## src/rtl/mode_irq_pkg.sv

```systemverilog
package mode_irq_pkg;

  localparam int SRC_N    = 2;
  localparam int SRC_MTC  = 0;
  localparam int SRC_SAFE = 1;
  localparam int MODE_W   = 4;

  typedef enum logic [MODE_W-1:0] {
    PM_RESET   = 4'h0,
    PM_TEST    = 4'h1,
    PM_SAFE    = 4'h2,
    PM_DRUN    = 4'h3,
    PM_RUN0    = 4'h4,
    PM_RUN1    = 4'h5,
    PM_RUN2    = 4'h6,
    PM_RUN3    = 4'h7,
    PM_HALT    = 4'h8,
    PM_STOP    = 4'hA,
    PM_STANDBY = 4'hD
  } pwr_mode_e;

  // Transitions ending in a halting low-power mode raise no completion flag.
  function automatic logic mtc_suppressed(input logic [MODE_W-1:0] mode);
    return (mode == PM_HALT) || (mode == PM_STOP);
  endfunction

  // Next value of one pending cell: set has priority over an allowed clear.
  function automatic logic pend_next(input logic cur, input logic set,
                                     input logic clr, input logic hold);
    return set | (cur & ~(clr & ~hold));
  endfunction

  function automatic logic irq_reduce(input logic [SRC_N-1:0] pend,
                                      input logic [SRC_N-1:0] mask);
    return |(pend & mask);
  endfunction

endpackage

```

## src/rtl/mie_edge.sv

```systemverilog
module mie_edge #(
  parameter int W = 1
) (
  input  logic         clk,
  input  logic         rst_n,
  input  logic [W-1:0] d_i,
  output logic [W-1:0] rise_o,
  output logic [W-1:0] fall_o
);
  logic [W-1:0] prev_q;

  always_ff @(posedge clk or negedge rst_n) begin
    if (!rst_n) prev_q <= '0;
    else        prev_q <= d_i;
  end

  assign rise_o = d_i & ~prev_q;
  assign fall_o = ~d_i & prev_q;
endmodule

```

## src/rtl/mie_pend_cell.sv

```systemverilog
module mie_pend_cell
  import mode_irq_pkg::*;
(
  input  logic clk,
  input  logic rst_n,
  input  logic set_i,
  input  logic clr_i,
  input  logic hold_i,
  output logic q_o
);
  logic q;

  always_ff @(posedge clk or negedge rst_n) begin
    if (!rst_n) q <= 1'b0;
    else        q <= pend_next(q, set_i, clr_i, hold_i);
  end

  assign q_o = q;
endmodule

```

## src/rtl/mie_irq_reg.sv

```systemverilog
module mie_irq_reg
  import mode_irq_pkg::*;
(
  input  logic             clk,
  input  logic             rst_n,
  input  logic [SRC_N-1:0] pend_i,
  input  logic [SRC_N-1:0] mask_i,
  output logic             irq_o
);
  logic irq_q;

  always_ff @(posedge clk or negedge rst_n) begin
    if (!rst_n) irq_q <= 1'b0;
    else        irq_q <= irq_reduce(pend_i, mask_i);
  end

  assign irq_o = irq_q;
endmodule

```

## src/rtl/mode_irq_status.sv

```systemverilog
module mode_irq_status
  import mode_irq_pkg::*;
(
  input  logic              clk,
  input  logic              rst_n,
  input  logic              hw_safe_req_i,
  input  logic              busy_i,
  input  logic [MODE_W-1:0] tgt_mode_i,
  input  logic              clr_we_i,
  input  logic [SRC_N-1:0]  clr_data_i,
  input  logic              mask_we_i,
  input  logic [SRC_N-1:0]  mask_data_i,
  output logic [SRC_N-1:0]  pend_o,
  output logic [SRC_N-1:0]  mask_o,
  output logic              irq_o
);
  // Named internal events, visible to the checker.
  logic safe_rise_w;
  logic busy_fall_w;
  logic safe_set;
  logic mtc_set;
  logic safe_clr_blocked;

  logic [1:0] edge_in;
  logic [1:0] edge_rise;
  logic [1:0] edge_fall;

  assign edge_in = {hw_safe_req_i, busy_i};

  mie_edge #(.W(2)) u_edge (
    .clk    (clk),
    .rst_n  (rst_n),
    .d_i    (edge_in),
    .rise_o (edge_rise),
    .fall_o (edge_fall)
  );

  assign safe_rise_w      = edge_rise[1];
  assign busy_fall_w      = edge_fall[0];
  assign safe_set         = safe_rise_w;
  assign mtc_set          = busy_fall_w & ~mtc_suppressed(tgt_mode_i);
  assign safe_clr_blocked = hw_safe_req_i;

  logic [SRC_N-1:0] set_vec;
  logic [SRC_N-1:0] hold_vec;
  logic [SRC_N-1:0] clr_vec;

  always_comb begin
    set_vec            = '0;
    hold_vec           = '0;
    set_vec[SRC_MTC]   = mtc_set;
    set_vec[SRC_SAFE]  = safe_set;
    hold_vec[SRC_SAFE] = safe_clr_blocked;
  end

  assign clr_vec = clr_we_i ? clr_data_i : '0;

  for (genvar i = 0; i < SRC_N; i++) begin : g_src
    mie_pend_cell u_cell (
      .clk    (clk),
      .rst_n  (rst_n),
      .set_i  (set_vec[i]),
      .clr_i  (clr_vec[i]),
      .hold_i (hold_vec[i]),
      .q_o    (pend_o[i])
    );
  end

  logic [SRC_N-1:0] mask_q;

  always_ff @(posedge clk or negedge rst_n) begin
    if (!rst_n)         mask_q <= '0;
    else if (mask_we_i) mask_q <= mask_data_i;
  end

  assign mask_o = mask_q;

  mie_irq_reg u_irq (
    .clk    (clk),
    .rst_n  (rst_n),
    .pend_i (pend_o),
    .mask_i (mask_q),
    .irq_o  (irq_o)
  );
endmodule

```

## config.mk

```make
export PLATFORM = sky130hd
export DESIGN_NAME = mode_irq_status
export DESIGN_NICKNAME = d
export VERILOG_FILES = /design/src/rtl/mode_irq_pkg.sv /design/src/rtl/mie_edge.sv /design/src/rtl/mie_pend_cell.sv /design/src/rtl/mie_irq_reg.sv /design/src/rtl/mode_irq_status.sv
export SDC_FILE = /design/constraint.sdc
export NUM_CORES = 1
export LEC_CHECK = 0
export BUFFER_PORTS_ARGS = -buffer_cell sky130_fd_sc_hd__clkbuf_2
export CAP_MARGIN = 20
export CORE_AREA = 2 2 39 41
export DETAILED_ROUTE_END_ITERATION = 10
export DIE_AREA = 0 0 41 43
export HOLD_SLACK_MARGIN = 0.15
export PLACE_DENSITY = 0.53
export SYNTH_ARGS = -nofsm -noshare
export SYNTH_HDL_FRONTEND = slang
export SYNTH_SLANG_ARGS = --single-unit
```

## constraint.sdc

```tcl
create_clock -name clk -period 1.2 [get_ports clk]
set_clock_uncertainty 0.1 [all_clocks]
set_input_delay 0.12 -clock clk [delete_from_list [all_inputs] [get_ports clk]]
set_output_delay 0.12 -clock clk [all_outputs]
set_load 0.01 [all_outputs]
```

# After elaboration in Yosys (flattened, before gate mapping)

Index checks and enable logic that the tools add are counted.
Widths: inputs -> output; s select.

Bits in registers: 7
Bits of input ports: 14
Output and inout port bits: 5
Word-level logic and storage cells: 25

Equal/unequal tests: 2
Multiplexer cells: 1
Bitwise logic cells: 15
Reduce and logical (&&, ||, !) cells: 2

Operators by type and width:

| kind               | count |
|---|---|
| $eq 4x4->1 const B | 2 |
| $and 1x1->1        | 5 |
| $not 1->1          | 5 |
| $and 2x2->2        | 2 |
| $mux 2             | 1 |
| $not 2->2          | 1 |
| $or 1x1->1         | 2 |
| $reduce_or 2->1    | 1 |
| $logic_or 1x1->1   | 1 |

# Longest topological paths before layout

Depth after elaboration: 5
Depth in mapped cells: 2
Mapped depth without buffers: 2

# By module

From an unflattened synthesis, not the netlist that was laid out.

Cell total of the unflattened synthesis: 23
Area total of the unflattened synthesis: 304.0 um2

By module, submodules not included:

| module          | instances | cells each | area an instance (um2) | seq. area each (um2) |
|---|---|---|---|---|
| mode_irq_status | 1         | 9          | 107.6                  | 50.0 |
| mie_edge        | 1         | 6          | 85.1                   | 50.0 |
| mie_pend_cell   | 2         | 3          | 38.8                   | 25.0 |
| mie_irq_reg     | 1         | 2          | 33.8                   | 25.0 |

# Worst setup path after synthesis

No wires, ideal clock.

Kind: input port to flip-flop
Start: in tgt_mode_i[0]
End: reg g_src[0].u_cell.q
Setup time: 0.122 ns
Arrival time: 0.721 ns
Required time: 0.978 ns
Slack: 0.257 ns
Cell stages on the path: 2
Buffers on the path: 0
Path through: or3b_1 > a32o_1

Longest elaborated chain between the ends: 5
Elaborated cells between the ends (all ways): 6
Those cells by class: 2 x eq/ne; 3 x bitwise; 1 x reduce/logical

RTL lines:

| item                   | RTL line              | RTL |
|---|---|---|
| start: declaration     | mode_irq_status.sv:8  | `input logic [MODE_W-1:0] tgt_mode_i,` |
| $eq 4x4->1             | mode_irq_pkg.sv:24    | `return (mode == PM_HALT) \|\| (mode == PM_STOP);` |
| $logic_or 1x1->1 *     | mode_irq_pkg.sv:24    |  |
| $not 1->1 *            | mode_irq_status.sv:41 | `assign mtc_set = busy_fall_w & ~mtc_suppressed(tgt_mode_i);` |
| $and 1x1->1 *          | mode_irq_status.sv:41 |  |
| $or 1x1->1 *           | mode_irq_pkg.sv:30    | `return set \| (cur & ~(clr & ~hold));` |
| end signal: assignment | mie_pend_cell.sv:15   | `else q <= pend_next(q, set_i, clr_i, hold_i);` |
| end: declaration       | mie_pend_cell.sv:11   | `logic q;` |

Mark *: on every way between the ends. The rest lies on a longest branch, timed or not.
A chain may end at the register's enable or synchronous reset.

# Final worst setup path

Start: in mask_we_i
End: reg mask_q[0] (netlist: mask_o[0])

RTL lines:

| item                   | RTL line              | RTL |
|---|---|---|
| start: declaration     | mode_irq_status.sv:11 | `input logic mask_we_i,` |
| end signal: assignment | mode_irq_status.sv:73 | `else if (mask_we_i) mask_q <= mask_data_i;` |
| end: declaration       | mode_irq_status.sv:69 | `logic [SRC_N-1:0] mask_q;` |

No word-level cell between the ends.

==> run summary <==
Clk pin slew, worst setup/hold paths: 0.05 ns
Power density over cell area: 1240 nW/um^2
CTS Sinks: 7
CP startpoint kind: primary input
Largest net degree at the start of global routing: 8
Post-synth EDFFs: 0
DRT Pass-1 Iters: 1
Vert. Die Dim: 43 um
Synth area leader: dfrtp_1
Crit path largest cell delay: 0.53 ns
Buf/Inv on CP: 2
Hold Fails Final Rpt: 0
Seq/Total Area, Yosys: 65.4%
Core Area: 1380 sq um
Clk_lat worst skew: 0.25 ns
HP Start: tgt_mode_i[0]
Mapped cell area: 268 sq um
Sw frac: 23.7%
Area Overhead vs Synth: 80.8%
Combinational Power Share: 18.6%
Seq pwr share: 46.2%
Post-synth ARST share: 100%
Top cells by area, synth: dfrtp_1 65%, mux2_2 8.4%, buf_4 5.6%
Post-route minimum period: 1.06 ns
Worst Hold Class: in2reg
CTS root buffer: clkbuf_4
Post-Syn Nets: 33
Worst Path Arrival: 1.09 ns
CP endpoint kind: register
Cells after synthesis: 19
CP top delay family: buffers and inverters
Final instance area: 484 sq um
WP data required: 1.23 ns
Status: complete, no violations
Drt initial violations: 0
IO Pins: 19
Via count: 255
Most frequent cells after synthesis: 7 x dfrtp_1, 2 x buf_4, 2 x inv_1, 2 x mux2_2
Worst slew pin tran: 0.175 ns
Count of yosys warnings during synthesis: 0
Internal: 458 uW
CP max stage cell: dlygate4sd3_1
I/O Buffers: 17
Placed cell count: 50
P_leak: 0.245 nW
Final wirelength: 609 um
Die X: 41 um
Fin crit share: 88.0%
Nets: 63
Initial antenna violation count: 0
Number of global-route vias before repair: 288
Ys flop type: dfrtp_1
RSZ-0062 raised after global routing: no
Synth top area share: 65.4%
Worst setup path class: in2reg
R2r setup slk: 0.26 ns
Antenna Diode Count: 0
Setup TNS: 0 ns
Register bit total from synthesis: 7
DRT antenna net count: 0
Area post-placement: 358 sq um
First-pass GRT wire length: 1040 um
CTS resizes: 0
Crit path cell chain: dlygate4sd3_1 -> clkbuf_2 -> mux2_2
Sw power: 143 uW
Crit. Startpoint: mask_we_i
Syn_area_per_cell: 14.1 sq um
Count leader, synth: dfrtp_1
Layout cells sized above 1: 45.8%
Rows: 14
H-Tree Level Count: 1
Final Non-Filler Cells: 64
Placer Congestion: 0.600
Max clock buf depth: 2
Setup bufs post-CTS: 0
Post-synthesis cell type count: 10
Clock Power Share: 35.2%
Max-Cap Viols: 0
Rel. slew slack: 88.3%
CP Max Fanout: 2
Die area: 1760 sq um
Fin util: 35.0%
Vias per cell: 3.98
DRC: 0
Worst R2R Start: g_src[1].u_cell.q_o
Starting Density: 19.3%
GR Util All Layers: 9.62%
Total gr overflow: 0
Post-DR wirelength/cell: 9.52 um
Hold_buf cts: 10
Max IR drop VDD: 543 uV
Max Slew Vio Count: 0
Cts bufs inserted: 3
# setup viols final: 0
Maximum clock rate: 947 MHz
CTS tree: done
Smallest hold slack: 0.130 ns
-- sequential cells by signal, summed over array words and instances, names as in the netlist --
| name | flops |
|---|---|
| u_irq.irq_o | 1 |
| g_src.u_cell.q_o | 2 |
| u_edge.prev_q | 2 |
| mask_o | 2 |
-- power groups by stage --
stage / combinational [mW] / sequential [mW] / clock [mW]
6_report: 0.112 / 0.277 / 0.211
3_5_place_dp: 0.0877 / 0.282 / 0
5_1_grt: 0.128 / 0.280 / 0.252
2_1_floorplan: 0.0450 / 0.285 / 0
3_3_place_gp: 0.0867 / 0.281 / 0
4_1_cts: 0.113 / 0.278 / 0.220
-- layout by cell type, fill, tap and decap left out --
cell type	n
dlygate4sd3_1	10
inv_1	2
clkbuf_1	1
mux2_2	2
a2bb2oi_1	1
clkbuf_4	3
a21boi_0	1
a22o_1	1
nand2_1	1
clkbuf_2	17
dfrtp_1	7
a32o_1	1
or3b_1	1
-- worst min-delay path, cell delays in order --
cell      delay (ns)
clkbuf_2        0.07
or3b_1          0.10
a32o_1          0.15
-- routing by layer --
metal | up-vias | wire (um) | GRT usage [%]
met5 | - | 0 | 0
met4 | 0 | 0 | 2.00
met3 | 0 | 91 | 9.42
met2 | 21 | 275 | 15.3
met1 | 112 | 241 | 8.25
li1 | 122 | - | -
-- kinds of logic after synthesis --
logic type / synth area share (%)
compound gates: 13.1
mux: 8.41
flops: 65.4
buf+inv: 8.41
simple gates: 4.67
-- per-stage QoR --
stage / setup slack [ns] / total power [mW]
after global placement: 0.159 / 0.368
after global routing: 0.108 / 0.659
final: 0.144 / 0.601
after CTS: 0.159 / 0.611
after floorplan: 0.257 / 0.330
after detailed placement: 0.148 / 0.370
-- layout make-up --
cell class                 count  area [sq um]
sequential                     7           175
inverter                       2          7.51
multi-input combinational      8          70.1
clock buffer                   4          26.3
tap                           16          20.0
fill                         130           900
timing repair buffer          27           185
-- worst paths after layout --
check                                            to  cells after the start
worst min-delay path            g_src[0].u_cell.q_o                      3
worst min register to register  g_src[1].u_cell.q_o                      1
worst max-delay path                      mask_o[0]                      3
min in group asynchronous                 mask_o[0]                      3
worst max register to register  g_src[1].u_cell.q_o                      2
max in group asynchronous       g_src[1].u_cell.q_o                      3
No activity file was read; power rests on OpenSTA's default activity.
